$ cat src/rtl/mcb_pkg.sv
package mcb_pkg;
  localparam int NUM_CH  = 8;
  localparam int IDX_W   = $clog2(NUM_CH);
  localparam int CTRL_W  = 10;
  localparam int NUM_SRC = 5;
  localparam int ADDR_W  = 8;

  // control bit positions
  localparam int CB_CLR  = 3;
  localparam int CB_PER  = 6;
  localparam int CB_OWN  = 7;
  localparam int CB_HALT = 8;
  localparam int CB_SNAP = 9;

  typedef enum logic [2:0] {RD_NONE, RD_MATCH, RD_COUNT, RD_CTRL, RD_SNAP} rdKind_e;

  typedef struct packed {
    logic [NUM_CH-1:0] wrMatch;
    logic [NUM_CH-1:0] wrCount;
    logic [NUM_CH-1:0] wrCtrl;
    logic [NUM_CH-1:0] rdCount;
    rdKind_e           rdKind;
    logic [IDX_W-1:0]  rdIdx;
  } strobe_t;

  // lead channel whose counter a channel shares when not using its own
  function automatic int leaderOf(int k);
    case (k)
      1, 2, 3: return 0;
      5:       return 4;
      7:       return 6;
      default: return k;
    endcase
  endfunction

  function automatic logic [CTRL_W-1:0] ctrlMask(int k);
    return (k >= 4) ? CTRL_W'(10'h3FF) : CTRL_W'(10'h0FF);
  endfunction

  function automatic logic canSnap(int k);
    return (k == 5) || (k == 7);
  endfunction
endpackage

$ cat src/rtl/mcb_ctrl.sv
module mcb_ctrl
  import mcb_pkg::*;
(
  input  logic              wrEn,
  input  logic              rdEn,
  input  logic [ADDR_W-1:0] addr,
  output strobe_t           strb
);
  logic [IDX_W-1:0] idx;
  logic             aligned;

  assign idx     = addr[4:2];
  assign aligned = (addr[1:0] == 2'b00);

  always_comb begin
    strb        = '0;
    strb.rdKind = RD_NONE;
    strb.rdIdx  = idx;
    if (aligned) begin
      case (addr[7:5])
        3'b010: begin
          if (wrEn) strb.wrCount[idx] = 1'b1;
          if (rdEn) begin
            strb.rdKind       = RD_COUNT;
            strb.rdCount[idx] = 1'b1;
          end
        end
        3'b100: begin
          if (wrEn) strb.wrMatch[idx] = 1'b1;
          if (rdEn) strb.rdKind = RD_MATCH;
        end
        3'b110: begin
          if (wrEn) strb.wrCtrl[idx] = 1'b1;
          if (rdEn) strb.rdKind = RD_CTRL;
        end
        3'b001: begin
          if (rdEn && idx == '0) strb.rdKind = RD_SNAP;
        end
        default: ;
      endcase
    end
  end
endmodule

$ cat src/rtl/mcb_datapath.sv
module mcb_datapath
  import mcb_pkg::*;
#(
  parameter int CNT_W = 32
) (
  input  logic              clk,
  input  logic              rstN,
  input  strobe_t           strb,
  input  logic [CNT_W-1:0]  wrData,
  input  logic [NUM_SRC-1:0] tickIn,
  input  logic [NUM_CH-1:0] matchEn,
  input  logic [NUM_CH-1:0] statusClr,
  output logic [CNT_W-1:0]  rdData,
  output logic [NUM_CH-1:0] status,
  output logic              irq
);
  logic [NUM_CH-1:0][CNT_W-1:0]  cntQ;
  logic [NUM_CH-1:0][CNT_W-1:0]  matchQ;
  logic [NUM_CH-1:0][CTRL_W-1:0] ctrlQ;
  logic [NUM_CH-1:0]             armedQ;
  logic [NUM_CH-1:0]             statusQ;
  logic [CNT_W-1:0]              snapQ;

  logic [NUM_CH-1:0] run;
  logic [NUM_CH-1:0] hit;
  logic              snapTake;
  logic [CNT_W-1:0]  snapVal;

  for (genvar j = 0; j < NUM_CH; j++) begin : g_ch
    localparam int LEAD = leaderOf(j);
    logic             srcTick;
    logic             useOwn;
    logic [CNT_W-1:0] cmpCnt;
    logic             cmpRun;
    logic             cmpWr;

    always_comb begin
      case (ctrlQ[j][2:0])
        3'd1:    srcTick = tickIn[0];
        3'd2:    srcTick = tickIn[1];
        3'd3:    srcTick = tickIn[2];
        3'd4:    srcTick = tickIn[3];
        3'd5:    srcTick = tickIn[4];
        default: srcTick = 1'b0;
      endcase
    end

    assign useOwn = (LEAD == j) || ctrlQ[j][CB_OWN];
    assign run[j] = srcTick && useOwn && !ctrlQ[j][CB_HALT];
    assign cmpCnt = useOwn ? cntQ[j] : cntQ[LEAD];
    assign cmpRun = useOwn ? run[j] : run[LEAD];
    assign cmpWr  = useOwn ? strb.wrCount[j] : strb.wrCount[LEAD];
    assign hit[j] = armedQ[j] && cmpRun && !cmpWr &&
                    ((cmpCnt + CNT_W'(1)) == matchQ[j]);
  end

  always_comb begin
    snapTake = 1'b0;
    snapVal  = '0;
    for (int k = 1; k < NUM_CH; k++) begin
      if (canSnap(k) && strb.rdCount[k] && ctrlQ[k][CB_SNAP]) begin
        snapTake = 1'b1;
        snapVal  = cntQ[k-1];
      end
    end
  end

  always_ff @(posedge clk) begin
    if (!rstN) begin
      cntQ    <= '0;
      matchQ  <= '0;
      ctrlQ   <= '0;
      armedQ  <= '1;
      statusQ <= '0;
      snapQ   <= '0;
    end else begin
      for (int k = 0; k < NUM_CH; k++) begin
        if (strb.wrCount[k])                cntQ[k] <= wrData;
        else if (hit[k] && ctrlQ[k][CB_CLR]) cntQ[k] <= '0;
        else if (run[k])                    cntQ[k] <= cntQ[k] + CNT_W'(1);

        if (strb.wrMatch[k]) matchQ[k] <= wrData;
        if (strb.wrCtrl[k])  ctrlQ[k]  <= wrData[CTRL_W-1:0] & ctrlMask(k);

        if (strb.wrMatch[k] || strb.wrCtrl[k]) armedQ[k] <= 1'b1;
        else if (hit[k] && !ctrlQ[k][CB_PER])  armedQ[k] <= 1'b0;
      end
      statusQ <= (statusQ & ~statusClr) | (hit & matchEn);
      if (snapTake) snapQ <= snapVal;
    end
  end

  always_comb begin
    case (strb.rdKind)
      RD_MATCH: rdData = matchQ[strb.rdIdx];
      RD_COUNT: rdData = cntQ[strb.rdIdx];
      RD_CTRL:  rdData = CNT_W'(ctrlQ[strb.rdIdx]);
      RD_SNAP:  rdData = snapQ;
      default:  rdData = '0;
    endcase
  end

  assign status = statusQ;
  assign irq    = |statusQ;
endmodule

$ cat src/rtl/match_channel_bank.sv
module match_channel_bank
  import mcb_pkg::*;
#(
  parameter int CNT_W = 32
) (
  input  logic               clk,
  input  logic               rstN,
  input  logic               wrEn,
  input  logic               rdEn,
  input  logic [ADDR_W-1:0]  addr,
  input  logic [CNT_W-1:0]   wrData,
  output logic [CNT_W-1:0]   rdData,
  input  logic [NUM_SRC-1:0] tickIn,
  input  logic [NUM_CH-1:0]  matchEn,
  input  logic [NUM_CH-1:0]  statusClr,
  output logic [NUM_CH-1:0]  status,
  output logic               irq
);
  strobe_t strb;

  mcb_ctrl i_ctrl (
    .wrEn (wrEn),
    .rdEn (rdEn),
    .addr (addr),
    .strb (strb)
  );

  mcb_datapath #(.CNT_W(CNT_W)) i_dp (
    .clk       (clk),
    .rstN      (rstN),
    .strb      (strb),
    .wrData    (wrData),
    .tickIn    (tickIn),
    .matchEn   (matchEn),
    .statusClr (statusClr),
    .rdData    (rdData),
    .status    (status),
    .irq       (irq)
  );
endmodule

$ cat config.mk
export PLATFORM = sky130hd
export DESIGN_NAME = match_channel_bank
export DESIGN_NICKNAME = d
export VERILOG_FILES = /design/src/rtl/mcb_pkg.sv /design/src/rtl/mcb_ctrl.sv /design/src/rtl/mcb_datapath.sv /design/src/rtl/match_channel_bank.sv
export SDC_FILE = /design/constraint.sdc
export NUM_CORES = 2
export LEC_CHECK = 0
export ABC_AREA = 1
export BUFFER_PORTS_ARGS = -buffer_cell sky130_fd_sc_hd__buf_2
export CORE_ASPECT_RATIO = 1.75
export CORE_MARGIN = 3
export CORE_UTILIZATION = 50
export DETAILED_ROUTE_END_ITERATION = 8
export PLACE_DENSITY = 0.76
export SYNTH_ARGS = -nofsm -noshare
export SYNTH_HDL_FRONTEND = slang
export SYNTH_SLANG_ARGS = --single-unit
$ cat constraint.sdc
create_clock -name clk -period 9.1 [get_ports clk]
set_input_delay 1.82 -clock clk [delete_from_list [all_inputs] [get_ports clk]]
set_output_delay 1.82 -clock clk [all_outputs]
set_load 0.03 [all_outputs]
==> results.md, run 1 <==
Floorplan:
- The number of placement rows is 151.
- In this run the horizontal extent of the chip is 243.2 µm.
- The initial cell density of the core is 0.5058.
- The I/O pin count is 106.
- The height of the chip is 421.1 µm.

Synthesis:
- The main combinational cell family by area after synthesis is simple AND/OR/NAND/NOR gates.
- The synthesized flop and latch total is between 600 and 700.
- The compound-cell area share of the yosys netlist is 0.1507.
- Yosys attributes the largest share of cell area to sky130_fd_sc_hd__dfxtp_1, sky130_fd_sc_hd__nand2_1, sky130_fd_sc_hd__nor2_1.
- The post-synthesis instance area is 49,220 µm².
- The number of flops mapped to enable cells by yosys is 0.
- The largest area contributor in the synthesized netlist is sky130_fd_sc_hd__dfxtp_1.
- By count the netlist is led by sky130_fd_sc_hd__nand2_1, sky130_fd_sc_hd__nor2_1, sky130_fd_sc_hd__inv_1, sky130_fd_sc_hd__dfxtp_1, sky130_fd_sc_hd__o21ai_0.
- Of the total synthesized cell area, the portion taken by XOR and XNOR cells is 0.04939.
- The flip-flop cell with the highest count after synthesis is sky130_fd_sc_hd__dfxtp_1.
- The synthesized net count is 8,731.
- Of the total synthesized cell area, the portion taken by full adders, half adders and majority gates is 0.003305.
- The gate count after technology mapping is between 8,000 and 9,000.
- The portion of synthesized area spent on multiplexers is 0.
- In the post-synthesis netlist, the cell with the most instances is sky130_fd_sc_hd__nand2_1.
- The portion of synthesized cell area occupied by the leading cell type is 0.2571.
- In this run the mean area of a mapped cell was around 5.7 µm².
- The share of the yosys chip area belonging to registers is 0.2571.
- The number of unique standard cell types used by synthesis is 58.
- Of the total synthesized cell area, the portion taken by AND, OR, NAND and NOR gates is 0.4334.
- The fraction of registers with async set/reset is 0.
- Yosys printed 0 warnings.

CTS:
- The number of hold buffers added after CTS was 0.
- The TritonCTS buffer count is 69.
- CTS built an H-tree with a depth of 3.
- The deepest clock path buffer count is 3.
- Gates resized during post-CTS repair numbered 0.
- The buffers inserted during post-CTS setup optimization is 0.
- The buffer type at the clock tree root is sky130_fd_sc_hd__clkbuf_16.
- The clock net in this run drives a total of 632 sinks.

Place:
- Detailed placement finished with a half-perimeter wire length of 242.1 mm.
- Summing all placed instances gives a cell area of 50,260 µm².
- Buffers placed on the I/O ports in this run total ~110.
- Once placement completed, the tool counted placed cells totaling 9,702.
- The congestion estimate from routability-driven global placement came to 1.291.

Global routing:
- The sum of overflow across all layers after global routing is 239.
- The largest net degree at the start of global routing is 229.
- The total track usage is 0.6890.
- The wire length of the first global-routing pass is 513.4 mm.
- The number of global-route vias before repair came to about 64,000.

Run status:
- The flow did not finish.
- The last flow stage reached is global routing (5_1_grt).
- The tool reported: "[ERROR GRT-0116] Global routing finished with congestion. Check the congestion regions in the DRC Viewer".
-- kinds of logic after synthesis --
| family | Yosys count |
|---|---|
| fa+ha+maj | 13 |
| simple gates | 5100 |
| compound gates | 1335 |
| xor+xnor | 268 |
| buf+inv | 1305 |
| flops | 632 |
-- metal layers --
metal  overflow  global-route usage
met5          0              0.1072
met4        102              0.7415
met3          1              0.4627
met2        135              0.9079
met1          1              0.6754
-- metrics by stage --
step | utilization | worst slack, ns
after floorplan | - | 2.991
after global placement | 0.5165 | 2.284
after detailed placement | 0.5165 | 2.324
after CTS | 0.5415 | 2.313
==> run 2, diff against run 1 <==
--- a/config.mk
+++ b/config.mk
@@ -7,11 +7,10 @@
 export LEC_CHECK = 0
 export ABC_AREA = 1
 export BUFFER_PORTS_ARGS = -buffer_cell sky130_fd_sc_hd__buf_2
-export CORE_ASPECT_RATIO = 1.75
 export CORE_MARGIN = 3
-export CORE_UTILIZATION = 50
+export CORE_UTILIZATION = 35
 export DETAILED_ROUTE_END_ITERATION = 8
-export PLACE_DENSITY = 0.76
+export PLACE_DENSITY_LB_ADDON = 0.15
 export SYNTH_ARGS = -nofsm -noshare
 export SYNTH_HDL_FRONTEND = slang
 export SYNTH_SLANG_ARGS = --single-unit
==> run 2 against run 1 <==
Effect of this change: the flow now finishes, with violations (max-capacitance violations, max-slew violations); synthesized cell count is the same; area after synthesis stayed put.
==> results.md, run 2 <==
Layout:
- Of the cells placed in the final design, the portion with a size suffix greater than 1 is 0.06013.
- The library cell used most frequently in the layout, excluding fill and tap cells, is sky130_fd_sc_hd__nand2_1.
- Once layout is complete, the cells apart from fillers number 10,450.
- The number of flip-flops under the largest register name is 256.
- In the final design database the tool counted approximately 8,600 nets.
- The register name with the most flops is i_dp.matchQ.
- The area growth from synthesis to layout is 9.680%.
- Leaving out fill and tap cells, the most frequent cells in the layout are sky130_fd_sc_hd__nand2_1, sky130_fd_sc_hd__nor2_1, sky130_fd_sc_hd__inv_1.
- The final standard cell area without fillers is around 54,000 µm².

Place:
- The global placer's final weighted congestion is 1.082 (-16%).
- The HPWL after detailed placement is 242.3 mm (about the same).
- The placed instance count came to 10,270 (+5.9%).
- The area of placed instances is 51,020 µm² (+1.5%).
- The number of buffers inserted by port buffering is 105 (unchanged).
- The setup slack at placement is 2.064 ns (-0.2600 ns).

Setup path:
- Data on the critical path is required at its endpoint by 7.28 ns.
- The largest individual stage delay along the critical path comes from the cell sky130_fd_sc_hd__inv_1.
- The startpoint of the worst-slack reg-to-reg timing path is i_dp.g_ch[0].cmpCnt[8]$_SDFFE_PN0P_.
- The register-to-register setup slack is 3.36 ns.
- Walking the worst path, the cells encountered are buf_2 -> nand2_1 -> inv_1 -> nand2_2 -> buf_4 -> o22ai_1 -> a221oi_1 -> o211ai_1 -> nand4_1 -> buf_2.
- STA classifies the critical path startpoint as a primary input.
- The launching instance or port of the critical path is addr[3].
- The number of cells on the critical path is 10.
- The endpoint identified for the worst register-to-register timing path is i_dp.cntQ[36]$_SDFFE_PN0P_.
- Along the worst path, the maximum fanout reaches 24.
- The critical path contains buffers and inverters numbering 4 combined.
- The cell repeated most along the worst path is sky130_fd_sc_hd__buf_2.
- The endpoint class of the critical path is a primary output.
- The classification of the worst setup path is in2out.
- The critical path's top delay family is buffers and inverters.
- At the worst endpoint, the arrival time is roughly 5.6 ns.
- The end point of the critical path is rdData[5].
- The largest single stage delay on the critical path is roughly 0.66 ns.
- The logic depth of the worst register-to-register path is 19.

Timing:
- Setup violations remaining at the end of the flow were counted as 0.
- Across all hold checks on the routed design, the worst slack comes to 0.4678 ns.
- The minimum setup slack in the final design is 1.700 ns.
- The timing-limited maximum frequency is 135.1 MHz.
- The maximum clock skew at final layout is between 0.03 and 0.04 ns.
- Subtracting the final worst setup slack from the clock period gives 7.400 ns.
- The remaining max-slew budget at the tightest pin is -0.07133.
- The count of final hold-check violations is 0.
- At the pin with the least slew margin, the transition time is 1.590 ns.
- The final count of pins violating max slew is 4.
- After routing, the total negative slack on setup checks comes to 0 ns.
- Setup repair after global routing left no endpoint under its margin.
- Of the available clock period, the critical path in the final layout requires 0.8132.

Synthesis:
- The number of flops mapped to enable cells by yosys is 0 (unchanged).
- The fraction of registers with async set/reset is 0 (unchanged).
- Ranked by total cell area, the synthesized netlist is headed by sky130_fd_sc_hd__dfxtp_1, sky130_fd_sc_hd__nand2_1, sky130_fd_sc_hd__nor2_1.
- Summed over all instances, the cell type with the most area after synthesis is sky130_fd_sc_hd__dfxtp_1.
- The count of synthesis-stage warnings from yosys is 0 (unchanged).
- The number of unique standard cell types used by synthesis came to 58 (unchanged).
- The flip-flop cell with the highest count after synthesis is sky130_fd_sc_hd__dfxtp_1.
- By instance count, the leading cell after synthesis is sky130_fd_sc_hd__nand2_1.
- The post-synthesis instance area was 49,220 µm² (unchanged).
- The portion of synthesized cell area occupied by the leading cell type is 0.2571 (unchanged).
- The synthesized flop and latch total is 632 (unchanged).
- The synthesized net count is 8,731 (unchanged).
- The share of the yosys chip area belonging to registers is 0.2571 (unchanged).
- The gate count after technology mapping is 8,653 (unchanged).
- Sorting the synthesized cells by how often they occur yields sky130_fd_sc_hd__nand2_1, sky130_fd_sc_hd__nor2_1, sky130_fd_sc_hd__inv_1, sky130_fd_sc_hd__dfxtp_1, sky130_fd_sc_hd__o21ai_0.
- The synthesized area per cell is 5.688 µm² (unchanged).

Floorplan:
- The die width came to 381 µm (+57%).
- The I/O pin count is 106 (unchanged).
- The height of the chip is 381 µm (-9.5%).
- The placeable core region is approximately 140,000 µm².
- The number of placement rows is 136 (-9.9%).
- The floorplan step defined a die boundary enclosing 145,200 µm².
- The initial cell density of the core is 0.3553 (-0.1505).

CTS:
- The clock reaches the later pin of the worst-skew pair after approximately 0.73 ns.
- The CTS tree is yes.
- The H-tree depth reported by CTS is 3 (unchanged).
- The deepest clock path buffer count is 3 (unchanged).
- The buffers inserted during post-CTS setup optimization was 0 (unchanged).
- The number of instances resized during post-cts repair was 0 (unchanged).
- The TritonCTS buffer count came to 86 (+25%).
- After clock tree synthesis, the clock-pin slew on the worst setup and hold paths is 0.06 ns.
- The total number of clock tree sinks is 632 (unchanged).
- The root buffer cell chosen for the clock tree is sky130_fd_sc_hd__clkbuf_16.
- The number of hold buffers added after cts is 0 (unchanged).

Power:
- VDD sags by at most 0.1307 mV.
- Summed over all nets, the switching power comes to roughly 2.1 mW.
- The leakage power summed over all cells is 23.12 nW.
- The part of the total power dissipated in the clock network is 0.519.
- The sequential share of power is 0.396.
- In this run the power density over the cells is 130.7 nW/µm².
- Of the total power, the share spent switching nets is 0.2955.
- The combinational share of power is 0.085.
- The internal power summed over all cells is 4.971 mW.

Run status:
- The flow ran to the end, but the final reports show violations.
- The final reports fail on max-capacitance violations, max-slew violations.

Worst hold path:
- The type of the worst min-delay path is reg2reg.

Global routing:
- The total track usage is 0.4300.
- The sum of overflow across all layers after global routing is 0.
- The largest net degree at the start of global routing is between 200 and 250.
- The number of global-route vias before repair is 54,280.
- The initial antenna violation count is 44.
- The first global-routing pass estimated 442.9 mm of wire.

Drt:
- The number of vias in the routed layout is 61,290.
- After detailed routing, the number of remaining DRC violations is 0.
- For this run, the detailed router's first-pass iteration total came to 7.
- The number of nets with antenna violations after routing is 0.
- After detailed routing, the number of vias per cell comes to 5.866.
- The final layout contains routed wiring with a total length of 326.6 mm.
- The first routing iteration left 8,492 violations.
- The post-detailed-route wirelength per cell is between 30 and 40 µm.

Run:
- The tool flagged a number of max-cap violations equal to 2.
[run 2: cell counts after synthesis]
Identical to the previous run, type by type.
[run 2: metrics by stage]
stage | utilization | power (mW)
finish | 0.3897 | 7.056
global route | 0.3894 | 7.167
CTS | 0.3894 | 7.035
detailed placement | 0.3683 | 3.416
global placement | 0.3683 | 3.415
floorplan | - | 3.093
[run 2: final cells by class]
class / count / area (µm²)
clock buffer: 110 / 2374
inverter: 829 / 3114
multi-input combinational: 6716 / 31400
fill: 15630 / 84530
timing repair buffer: 230 / 1514
clock inverter: 48 / 545.5
tap: 1863 / 2331
antenna: 19 / 47.55
sequential: 632 / 12660
[run 2: power by group through the flow]
stage	clock network, mW	logic [mW]	registers, mW
after floorplan	0	0.251	2.84
after global placement	0	0.559	2.86
after detailed placement	0	0.560	2.86
after CTS	3.68	0.562	2.79
after global routing	3.78	0.598	2.79
final	3.66	0.600	2.80
[run 2: metal layers]
layer,wire [µm],share of wire,GRT usage,vias to the layer above
met2,133600,0.41,0.6277,3752
li1,-,-,-,27770
met3,36300,0.11,0.1184,921
met5,131,0.00040,0,-
met1,129800,0.40,0.5503,28820
met4,26790,0.082,0.2885,18
[run 2: worst register-to-register path, delay by kind of cell, from the launching register on]
| family | cells | cell delay (ns) |
|---|---|---|
| buffers and inverters | 1 | 0.68 |
| AND/OR/NAND/NOR | 18 | 3.73 |
| flip-flops | 1 | 1.20 |
[run 2: logic make-up (layout without fill, tap and decap cells)]
kind of cell               after synthesis  in the layout  share of synthesized area
AOI/OAI and AO/OA                     1335           1335                     0.1507
xor gates and xnor gates               268            268                    0.04939
adders and majority gates               13             13                   0.003305
buffers and inverters                 1305           1217                     0.1061
DFF                                    632            632                     0.2571
other                                    0             19                          0
and+or+nand+nor                       5100           5100                     0.4334
[run 2: how the worst min path moves through the flow]
stage | from | slack (ns) | to | depth (start not counted)
floorplan | i_dp.matchQ[122]$_SDFFE_PN0P_ | 0.44 | i_dp.matchQ[122]$_SDFFE_PN0P_ | 2
global placement | i_dp.snapQ[23]$_SDFFE_PN0P_ | 0.45 | i_dp.snapQ[23]$_SDFFE_PN0P_ | 2
detailed placement | i_dp.snapQ[9]$_SDFFE_PN0P_ | 0.46 | i_dp.snapQ[9]$_SDFFE_PN0P_ | 2
CTS | i_dp.snapQ[15]$_SDFFE_PN0P_ | 0.47 | i_dp.snapQ[15]$_SDFFE_PN0P_ | 2
global route | i_dp.snapQ[31]$_SDFFE_PN0P_ | 0.48 | i_dp.snapQ[31]$_SDFFE_PN0P_ | 2
finish | i_dp.snapQ[15]$_SDFFE_PN0P_ | 0.47 | i_dp.snapQ[15]$_SDFFE_PN0P_ | 2
Power figures use the tool's default switching activity.
